`config.mk`:
```
export PLATFORM = sky130hd
export DESIGN_NAME = shm_doorbell_regs
export DESIGN_NICKNAME = d
export VERILOG_FILES = /design/src/rtl/shm_db_pkg.sv /design/src/rtl/shm_db_ctrl.sv /design/src/rtl/shm_db_dp.sv /design/src/rtl/shm_doorbell_regs.sv
export SDC_FILE = /design/constraint.sdc
export NUM_CORES = 1
export LEC_CHECK = 0
export ABC_AREA = 1
export BUFFER_PORTS_ARGS = -buffer_cell sky130_fd_sc_hd__buf_2
export CAP_MARGIN = 10
export CORE_MARGIN = 5
export CORE_UTILIZATION = 50
export CTS_CLUSTER_DIAMETER = 100
export DETAILED_ROUTE_END_ITERATION = 16
export MAX_ROUTING_LAYER = met4
export PLACE_DENSITY = 0.87
export SYNTH_ARGS = -nofsm -noshare
export SYNTH_HDL_FRONTEND = slang
export SYNTH_SLANG_ARGS = --single-unit
```
`constraint.sdc`:
```
create_clock -name clk -period 6.15 [get_ports clk]
set_clock_uncertainty 0.15 [all_clocks]
set_input_delay 0.9225 -clock clk [delete_from_list [all_inputs] [get_ports clk]]
set_output_delay 0.9225 -clock clk [all_outputs]
set_load 0.05 [all_outputs]
```
`src/rtl/shm_db_pkg.sv`:
```
package shm_db_pkg;

  localparam int DATA_W = 32;
  localparam int ADDR_W = 8;
  localparam int NODE_W = 16;
  localparam int VEC_W  = 8;
  localparam int EVT_W  = 8;
  localparam int WORD_W = ADDR_W - 2;

  localparam logic [WORD_W-1:0] WORD_MASK   = WORD_W'(0);
  localparam logic [WORD_W-1:0] WORD_STATUS = WORD_W'(1);
  localparam logic [WORD_W-1:0] WORD_POS    = WORD_W'(2);
  localparam logic [WORD_W-1:0] WORD_BELL   = WORD_W'(3);

  typedef enum logic [1:0] {
    RD_ZERO   = 2'd0,
    RD_MASK   = 2'd1,
    RD_STATUS = 2'd2,
    RD_POS    = 2'd3
  } rd_sel_e;

  typedef struct packed {
    logic    wrMask;
    logic    wrStatus;
    logic    clrStatus;
    logic    ringBell;
    rd_sel_e rdSel;
  } reg_strobe_t;

endpackage

```
`src/rtl/shm_db_ctrl.sv`:
```
module shm_db_ctrl
  import shm_db_pkg::*;
#(
  parameter int NUM_PEERS = 8,
  parameter int CNT_W     = 8
) (
  input  logic                       busSel,
  input  logic                       busWrite,
  input  logic [ADDR_W-1:0]          busAddr,
  input  logic [NODE_W-1:0]          bellDest,
  input  logic [VEC_W-1:0]           bellVec,
  input  logic [NUM_PEERS*CNT_W-1:0] peerVecCount,
  input  logic [NODE_W-1:0]          maxPeer,
  output reg_strobe_t                strobe
);

  localparam int IDX_W = (NUM_PEERS > 1) ? $clog2(NUM_PEERS) : 1;
  localparam int CMP_W = (CNT_W > VEC_W) ? CNT_W : VEC_W;

  logic [CNT_W-1:0] cntTab [NUM_PEERS];

  genvar g;
  generate
    for (g = 0; g < NUM_PEERS; g++) begin : g_cnt
      assign cntTab[g] = peerVecCount[g*CNT_W +: CNT_W];
    end
  endgenerate

  logic [WORD_W-1:0] wordIdx;
  logic              aligned;
  logic              wrEn;
  logic              rdEn;
  logic              destKnown;
  logic              destInTable;
  logic [IDX_W-1:0]  destIdx;
  logic [CMP_W-1:0]  vecWide;
  logic [CMP_W-1:0]  cntWide;
  logic              vecInRange;

  assign wordIdx = busAddr[ADDR_W-1:2];
  assign aligned = (busAddr[1:0] == 2'b00);
  assign wrEn    = busSel && busWrite;
  assign rdEn    = busSel && !busWrite;

  // Range checks against the live peer table.
  assign destKnown   = (bellDest <= maxPeer);
  assign destInTable = (bellDest < NODE_W'(NUM_PEERS));
  assign destIdx     = bellDest[IDX_W-1:0];

  always_comb begin
    vecWide = CMP_W'(bellVec);
    cntWide = '0;
    if (destInTable) cntWide = CMP_W'(cntTab[destIdx]);
  end

  assign vecInRange = (vecWide < cntWide);

  always_comb begin
    strobe           = '0;
    strobe.rdSel     = RD_ZERO;
    strobe.wrMask    = wrEn && (wordIdx == WORD_MASK);
    strobe.wrStatus  = wrEn && (wordIdx == WORD_STATUS);
    strobe.ringBell  = wrEn && (wordIdx == WORD_BELL) &&
                       destKnown && destInTable && vecInRange;
    strobe.clrStatus = rdEn && aligned && (wordIdx == WORD_STATUS);
    if (rdEn && aligned) begin
      unique case (wordIdx)
        WORD_MASK:   strobe.rdSel = RD_MASK;
        WORD_STATUS: strobe.rdSel = RD_STATUS;
        WORD_POS:    strobe.rdSel = RD_POS;
        default:     strobe.rdSel = RD_ZERO;
      endcase
    end
  end

endmodule

```
`src/rtl/shm_db_dp.sv`:
```
module shm_db_dp
  import shm_db_pkg::*;
(
  input  logic              clk,
  input  logic              rstN,
  input  reg_strobe_t       strobe,
  input  logic [DATA_W-1:0] busWdata,
  input  logic              evtValid,
  input  logic [EVT_W-1:0]  evtData,
  input  logic [NODE_W-1:0] localId,
  input  logic              shmMapped,
  output logic [DATA_W-1:0] busRdata,
  output logic              irq,
  output logic              notifyValid,
  output logic [NODE_W-1:0] notifyDest,
  output logic [VEC_W-1:0]  notifyVec
);

  logic [DATA_W-1:0] maskQ;
  logic [DATA_W-1:0] statusQ;
  logic [DATA_W-1:0] posVal;

  always_ff @(posedge clk) begin
    if (!rstN) begin
      maskQ <= '0;
    end else if (strobe.wrMask) begin
      maskQ <= busWdata;
    end
  end

  // Local event has the last word over a bus write or read-clear.
  always_ff @(posedge clk) begin
    if (!rstN) begin
      statusQ <= '0;
    end else if (evtValid) begin
      statusQ <= DATA_W'(evtData);
    end else if (strobe.wrStatus) begin
      statusQ <= busWdata;
    end else if (strobe.clrStatus) begin
      statusQ <= '0;
    end
  end

  always_ff @(posedge clk) begin
    if (!rstN) begin
      notifyValid <= 1'b0;
      notifyDest  <= '0;
      notifyVec   <= '0;
    end else begin
      notifyValid <= strobe.ringBell;
      if (strobe.ringBell) begin
        notifyDest <= busWdata[DATA_W-1:DATA_W-NODE_W];
        notifyVec  <= busWdata[VEC_W-1:0];
      end
    end
  end

  assign posVal = shmMapped ? DATA_W'(localId) : '1;

  always_comb begin
    unique case (strobe.rdSel)
      RD_MASK:   busRdata = maskQ;
      RD_STATUS: busRdata = statusQ;
      RD_POS:    busRdata = posVal;
      default:   busRdata = '0;
    endcase
  end

  assign irq = |(statusQ & maskQ);

  // a status read with no competing source leaves status cleared
  p_read_clears_r5: assert property (@(posedge clk) disable iff (!rstN)
    (strobe.clrStatus && !evtValid) |=> (statusQ == '0));

  // an event overlapping the mask raises the line next clock
  p_event_raises_irq_r4: assert property (@(posedge clk) disable iff (!rstN)
    (evtValid && (|(DATA_W'(evtData) & maskQ)) && !strobe.wrMask) |=> irq);

  // event value wins over a same-clock status write
  p_event_wins_r6: assert property (@(posedge clk) disable iff (!rstN)
    (evtValid && strobe.wrStatus) |=> (statusQ == DATA_W'($past(evtData))));

endmodule

```
`src/rtl/shm_doorbell_regs.sv`:
```
module shm_doorbell_regs
  import shm_db_pkg::*;
#(
  parameter int NUM_PEERS = 8,
  parameter int CNT_W     = 8
) (
  input  logic                       clk,
  input  logic                       rstN,
  input  logic                       busSel,
  input  logic                       busWrite,
  input  logic [ADDR_W-1:0]          busAddr,
  input  logic [DATA_W-1:0]          busWdata,
  output logic [DATA_W-1:0]          busRdata,
  input  logic                       evtValid,
  input  logic [EVT_W-1:0]           evtData,
  input  logic [NUM_PEERS*CNT_W-1:0] peerVecCount,
  input  logic [NODE_W-1:0]          maxPeer,
  input  logic [NODE_W-1:0]          localId,
  input  logic                       shmMapped,
  output logic                       irq,
  output logic                       notifyValid,
  output logic [NODE_W-1:0]          notifyDest,
  output logic [VEC_W-1:0]           notifyVec
);

  reg_strobe_t strobe;

  shm_db_ctrl #(
    .NUM_PEERS (NUM_PEERS),
    .CNT_W     (CNT_W)
  ) u_ctrl (
    .busSel       (busSel),
    .busWrite     (busWrite),
    .busAddr      (busAddr),
    .bellDest     (busWdata[DATA_W-1:DATA_W-NODE_W]),
    .bellVec      (busWdata[VEC_W-1:0]),
    .peerVecCount (peerVecCount),
    .maxPeer      (maxPeer),
    .strobe       (strobe)
  );

  shm_db_dp u_dp (
    .clk         (clk),
    .rstN        (rstN),
    .strobe      (strobe),
    .busWdata    (busWdata),
    .evtValid    (evtValid),
    .evtData     (evtData),
    .localId     (localId),
    .shmMapped   (shmMapped),
    .busRdata    (busRdata),
    .irq         (irq),
    .notifyValid (notifyValid),
    .notifyDest  (notifyDest),
    .notifyVec   (notifyVec)
  );

  // a notification only ever follows a write to the doorbell word
  p_notify_after_bell_r7: assert property (@(posedge clk) disable iff (!rstN)
    notifyValid |-> $past(busSel && busWrite && (busAddr[ADDR_W-1:2] == WORD_BELL)));

  // a destination past the highest peer never notifies
  p_far_dest_dropped_r8: assert property (@(posedge clk) disable iff (!rstN)
    (busSel && busWrite && (busAddr[ADDR_W-1:2] == WORD_BELL) &&
     (busWdata[DATA_W-1:DATA_W-NODE_W] > maxPeer)) |=> !notifyValid);

  // unmapped position read returns all ones
  p_pos_unmapped_r10: assert property (@(posedge clk) disable iff (!rstN)
    (busSel && !busWrite && (busAddr == 8'h08) && !shmMapped) |-> (busRdata == '1));

endmodule

```
==> results of run 1 <==
[worst max path at each step]
stage	startpoint	end	slack (ns)
finish	busWrite	busRdata[22]	1.80
global route	busWrite	busRdata[22]	1.56
CTS	busWrite	busRdata[22]	1.79
detailed placement	busWrite	busRdata[22]	1.79
global placement	busWrite	busRdata[27]	1.88
floorplan	busAddr[7]	busRdata[23]	2.43
[worst register-to-register path: stages, from the launching register on]
cell	delay [ns]
dfxtp_1	0.38
o21ai_0	0.11
a21oi_1	0.16
[metrics by stage]
step	setup WS, ns	std cells	utilization [%]	power (mW)	cell area, sq um
2_1_floorplan	2.43	760	-	0.676	5230
3_3_place_gp	1.88	1061	60.9	0.750	6260
3_5_place_dp	1.79	1061	60.9	0.753	6260
4_1_cts	1.79	1077	62.7	1.13	6450
5_1_grt	1.56	1081	62.8	1.18	6460
6_report	1.80	1082	62.8	1.13	6460
[layout by cell type (no fill, tap or decap), types with 3 or more instances in the layout]
| master | count |
|---|---|
| clkinv_1 | 3 |
| nand4_1 | 4 |
| buf_4 | 4 |
| a221oi_1 | 7 |
| nand3_2 | 17 |
| o221ai_1 | 26 |
| a21oi_1 | 68 |
| diode_2 | 5 |
| a31oi_1 | 8 |
| buf_2 | 207 |
| o21bai_1 | 3 |
| nand2_1 | 144 |
| o22ai_1 | 6 |
| inv_6 | 3 |
| inv_1 | 62 |
| dfxtp_1 | 89 |
| nor2_1 | 76 |
| o21ai_0 | 74 |
| inv_2 | 17 |
| nand3_1 | 66 |
| ha_1 | 23 |
| o21ai_1 | 3 |
| clkbuf_8 | 9 |
[flip-flops by register name, summed over array words and instances (netlist names)]
signal            count
u_dp.maskQ           32
u_dp.notifyValid      1
u_dp.notifyVec        8
u_dp.statusQ         32
u_dp.notifyDest      16
[cell families after synthesis]
kind of cell	after synthesis	share of synthesized area, %
adders and majority gates	23	5.50
and+or+nand+nor	320	28.2
AOI/OAI and AO/OA	200	22.3
buffers and inverters	128	9.95
DFF	89	34.1
[final cells by class]
| class | instances | share of cell area (%) |
|---|---|---|
| clock inverter | 7 | 0.949 |
| inverter | 82 | 4.77 |
| clock buffer | 9 | 1.92 |
| timing repair buffer | 211 | 16.5 |
| multi-input combinational | 543 | 45.4 |
| tap | 136 | 2.63 |
| sequential | 89 | 27.6 |
| antenna | 5 | 0.194 |
[per-layer routing]
| metal | share of wire, % | vias to the layer above | GRT usage [%] |
|---|---|---|---|
| li1 | - | 2948 | - |
| met1 | 42 | 2733 | 34.9 |
| met2 | 45 | 288 | 41.0 |
| met3 | 10 | 31 | 8.89 |
| met4 | 2.0 | 0 | 6.33 |
| met5 | 0 | - | - |
[cell usage after synthesis, types with 2 or more instances]
master | instances | area share [%]
o21bai_1 | 3 | 0.43
buf_2 | 11 | 1.1
o221ai_1 | 26 | 4.4
inv_2 | 17 | 1.2
o211ai_1 | 2 | 0.29
o22ai_1 | 6 | 0.72
inv_1 | 62 | 4.4
clkbuf_1 | 29 | 2.1
a221oi_1 | 7 | 1.2
buf_6 | 3 | 0.65
dfxtp_1 | 89 | 34
nor4_4 | 2 | 0.81
o21ai_1 | 3 | 0.29
ha_1 | 23 | 5.5
nor2_1 | 76 | 5.5
nand4_1 | 4 | 0.48
nand3_2 | 17 | 3.3
a31oi_1 | 8 | 0.96
nor3_1 | 3 | 0.29
nand2_1 | 144 | 10
a22o_1 | 2 | 0.33
o21ai_0 | 74 | 7.1
buf_1 | 2 | 0.14
nand3_1 | 66 | 6.3
nand2_4 | 2 | 0.43
clkinv_1 | 3 | 0.22
a21oi_1 | 68 | 6.5
[power breakdown]
part,switching (mW),internal (mW),leakage (nW)
Combinational,0.0931,0.0653,2.18
Sequential,0.00345,0.580,0.718
Clock,0.233,0.156,0.0945
==> impl_metrics.csv, run 1 <==
group,metric,value,unit
status,outcome,"complete, no violations",
min_path,hold_path_class,"register to register",
die,die_w,112,um
global_route,antenna_found_initial,4,
setup_path,reg2reg_to,"u_dp.maskQ[18]",
global_route,grt_usage,27.0,%
setup_path,crit_path_end_kind,"output pin",
die,start_util,50.9,%
yosys,ys_warn_count,0,
yosys,synth_edf_count,0,
placed_design,dp_hpwl,12900,um
clock_network,cts_tree,"yes",
min_path,min_from,"u_dp.notifyDest[6]",
setup_path,startpoint_type,"input port",
setup_path,worst_path_max_delay_cell,"nand2_1",
min_path,whs_path_depth,2,
timing,finalHoldWorstSlack,0.305,ns
clock_network,cts_sinks,89,
setup_path,cp_num_buf_inv,4,
yosys,ys_seq_area_share,34.1,%
setup_path,reg2reg_setup_slack,5.28,ns
yosys,synth_cells,760,
flow_run,drv_cap,0,
route,dr.pass1.iters,5,
route,wl,17100,um
setup_path,cpLargestDelayFamily,"simple AND/OR/NAND/NOR gates",
clock_network,clk_transition_reported_paths,0.09,ns
placed_design,routabilityCongestion,0.940,
clock_network,clockRootBuffer,"clkbuf_8",
die,core-area,0.0103,sq mm
yosys,syn_nets,933,
timing,period_minus_slack,4.35,ns
pwr,ir_drop,149,uV
global_route,grt_pass1_wl,27200,um
route,via_count,6000,
placed_design,port_buffers,207,
clock_network,ctsResizeCount,0,
layout,fillers,1008,
timing,fin_crit_sh,70.7,%
clock_network,cts_hold_buf,0,
setup_path,setup.worst_path.class,"input port to output pin",
setup_path,reg2regPathDepth,2,
die,die-height,112,um
layout,nets,1109,
timing,fmax,0.230,GHz
route,routed_via_density,5.55,
die,io_pins,208,
die,dieArea,0.0126,sq mm
setup_path,required,5.08,ns
layout,syn2layout_area_growth,23.4,%
pwr,p_per_area,175,mW/mm^2
clock_network,numCtsBuffers,9,
clock_network,max-clock-path-buffers,2,
clock_network,clock_latency,0.36,ns
route,antenna_left,0,
timing,max_slew.worst_pin.slew,1.10,ns
route,first_iter_violations,533,
global_route,overflow,0,
die,rows,37,
timing,max_slew_margin,26.6,%
yosys,synthFlopType,"dfxtp_1",
timing,setup_viol,0,
timing,finalHoldViolations,0,
clock_network,htreeDepth,3,
timing,rsz0062_at_grt,"no",
yosys,ys_ff_latch,89,
yosys,netlist_area,0.00523,sq mm
yosys,syn_area_per_cell,6.88,sq um
setup_path,cp.depth,8,
min_path,min_to,"u_dp.notifyDest[6]",
timing,fin_setup_tns,0,ns
global_route,grt_max_degree,59,
setup_path,cp.arrival,3.27,ns
route,wl_per_cell,15.8,um
layout,multi_input_area,0.00294,sq mm
layout,drive_above_1_share,28.7,%
timing,maxSlewViolCount,0,
pwr,p_leak,2.99,nW
global_route,grt_pass1_vias,5473,
yosys,synthArstFlopShare,0,%
layout,final-seq-area,0.00178,sq mm
clock_network,cts_setup_buffers,0,
yosys,yosys.cell_types.count,35,
route,drc,0,
setup_path,path_max_fanout,21,
setup_path,slowest_delay,0.55,ns
setup_path,crit_path_cell_trace,"buf_2 -> nor4_4 -> buf_4 -> inv_2 -> nor4_4 -> nand2_1 -> o221ai_1 -> buf_2",
setup_path,r2r-start,"u_dp.maskQ[18]",
Power figures use the tool's default switching activity.
==> inputs of run 2 (changes only) <==
CORE_UTILIZATION = 49   (was 50)
PLACE_DENSITY = 0.86   (was 0.87)
clock period = 4 ns   (was 6.15 ns; I/O delays follow)
==> run 2 against run 1 <==
Against the previous run:
- largest cell class unchanged
- combinational power up 56%
- sequential power up 54%
- highest routed layer unchanged
- utilization down 0.32 points
- critical endpoint is now busRdata[19]
==> impl_metrics.csv, run 2 (synthesized netlist as in run 1, its figures left out) <==
group,metric,value,unit
status,outcome,"complete, no violations",
flow_run,drv_cap,0,
timing,fin_setup_tns,0,ns
timing,period_minus_slack,3.38,ns
die,die_w,113,um
die,die-height,113,um
pwr,power_frac_seq,50.9,%
clock_network,numCtsBuffers,9,
placed_design,post-place-cells,1065,
die,rows,37,
setup_path,required,3.25,ns
die,core-area,0.0104,sq mm
layout,nets,1113,
global_route,grt_usage,27.5,%
min_path,min_to,"u_dp.notifyDest[15]",
clock_network,cts_setup_buffers,0,
layout,syn2layout_area_growth,23.9,%
timing,finalHoldViolations,0,
pwr,p_per_area,272,mW/mm^2
setup_path,setup.worst_path.class,"input port to output pin",
timing,max_slew_margin,29.2,%
clock_network,clk_transition_reported_paths,0.08,ns
timing,maxSlewViolCount,0,
route,via_count,5988,
clock_network,cts_tree,"yes",
layout,n_antenna_cell,0,
setup_path,crit_path_cell_trace,"buf_2 -> nor4_4 -> buf_4 -> nand2_1 -> buf_4 -> inv_1 -> nand2_1 -> nand3_1 -> buf_2",
die,start_util,50.5,%
clock_network,max-clock-path-buffers,2,
route,routed_via_density,5.54,
route,drc,0,
die,io_pins,208,
pwr,clock_power_share,35.1,%
timing,setup_viol,0,
route,first_iter_violations,618,
pwr,internal-power,1.28,mW
setup_path,cp.arrival,2.63,ns
placed_design,port_buffers,207,
setup_path,crit_path_end_kind,"output pin",
pwr,combinationalPowerShare,14.0,%
clock_network,ctsResizeCount,0,
layout,drive_above_1_share,28.9,%
pwr,swShare,27.3,%
placed_design,dp_slack,0.485,ns
setup_path,startpoint_type,"input port",
placed_design,dp_hpwl,13000,um
timing,max_slew.worst_pin.slew,1.06,ns
clock_network,cts_sinks,89,
layout,mostFrequentLayoutCell,"buf_2",
pwr,p_leak,3.00,nW
setup_path,reg2reg_setup_slack,3.11,ns
timing,fmax,0.296,GHz
setup_path,reg2regPathDepth,2,
timing,rsz0062_at_grt,"no",
setup_path,worst_path_max_delay_cell,"inv_1",
die,dieArea,0.0128,sq mm
setup_path,cp_num_buf_inv,5,
global_route,antenna_found_initial,0,
pwr,ir_drop,242,uV
setup_path,path_max_fanout,20,
layout,stdcell_area,0.00648,sq mm
layout,final_cells,1080,
route,wl,17300,um
global_route,grt_pass1_vias,5740,
placed_design,routabilityCongestion,0.952,
setup_path,cpLargestDelayFamily,"buffers and inverters",
global_route,grt_max_degree,36,
placed_design,placed_area,0.00629,sq mm
clock_network,clockRootBuffer,"clkbuf_8",
layout,final_cell_mix,"buf_2, nand2_1, dfxtp_1, nor2_1, o21ai_0",
timing,fin_crit_sh,84.4,%
route,dr.pass1.iters,5,
clock_network,htreeDepth,3,
global_route,overflow,0,
timing,worst_slack,0.622,ns
min_path,whs_path_depth,2,
setup_path,slowest_delay,0.48,ns
clock_network,clock_latency,0.36,ns
route,antenna_left,0,
global_route,grt_pass1_wl,28000,um
setup_path,r2r-start,"u_dp.maskQ[1]",
min_path,hold_path_class,"register to register",
clock_network,cts_hold_buf,0,
setup_path,reg2reg_to,"u_dp.maskQ[1]",
pwr,p_sw,0.481,mW
min_path,min_from,"u_dp.notifyDest[15]",
route,wl_per_cell,16.0,um
layout,reg_top3,"u_dp.maskQ: 32 flops, u_dp.statusQ: 32 flops, u_dp.notifyDest: 16 flops",
[run 2: changes by cell type in the layout (fill, tap and decap cells not counted)]
cell | previous run | this run
clkinvlp_4 | 1 | 4
clkinv_2 | 1 | 0
inv_6 | 3 | 1
inv_8 | 2 | 0
diode_2 | 5 | 0
buf_4 | 4 | 8
bufinv_16 | 0 | 1
[run 2: area by class of cell]
type,instances,area [sq um]
Clock buffer,9,124
Clock inverter,6,68.8
Fill cell,1013,3890
Inverter,82,308
Multi-Input combinational cell,543,2940
Sequential cell,89,1780
Tap cell,136,170
Timing Repair Buffer,215,1100
[run 2: worst max path at each step]
stage	from	endpoint	depth (start not counted)
floorplan	busAddr[7]	busRdata[23]	7
global placement	busWdata[30]	u_dp.notifyDest[0]	17
detailed placement	busWdata[30]	u_dp.notifyDest[0]	17
CTS	busWrite	busRdata[10]	9
global route	busWrite	busRdata[10]	9
finish	busWrite	busRdata[19]	9
[run 2: stage by stage]
| step | power [mW] | util (%) | hold slack [ns] |
|---|---|---|---|
| global placement | 1.16 | 60.7 | 0.285 |
| detailed placement | 1.16 | 60.7 | 0.292 |
| global route | 1.84 | 62.5 | 0.325 |
| CTS | 1.76 | 62.5 | 0.306 |
| finish | 1.76 | 62.5 | 0.300 |
| floorplan | 1.04 | - | 0.290 |
[run 2: worst min-delay path, stage by stage, from the launching register on]
cell,delay [ns]
dfxtp_1,0.32
nand3_2,0.07
inv_2,0.02
[run 2: per-layer routing]
layer / global-route usage [%] / wire length [um] / up-vias
met5: - / 0 / -
met4: 5.61 / 260 / 0
met3: 6.74 / 1800 / 23
met2: 42.1 / 7950 / 317
met1: 37.1 / 7250 / 2711
li1: - / - / 2937
[run 2: power groups by stage]
| stage | Clock [mW] | Combinational, mW | Sequential (mW) |
|---|---|---|---|
| 3_3_place_gp | 0 | 0.239 | 0.917 |
| 4_1_cts | 0.624 | 0.244 | 0.896 |
| 2_1_floorplan | 0 | 0.125 | 0.915 |
| 6_report | 0.617 | 0.247 | 0.896 |
| 5_1_grt | 0.664 | 0.278 | 0.897 |
| 3_5_place_dp | 0 | 0.243 | 0.917 |
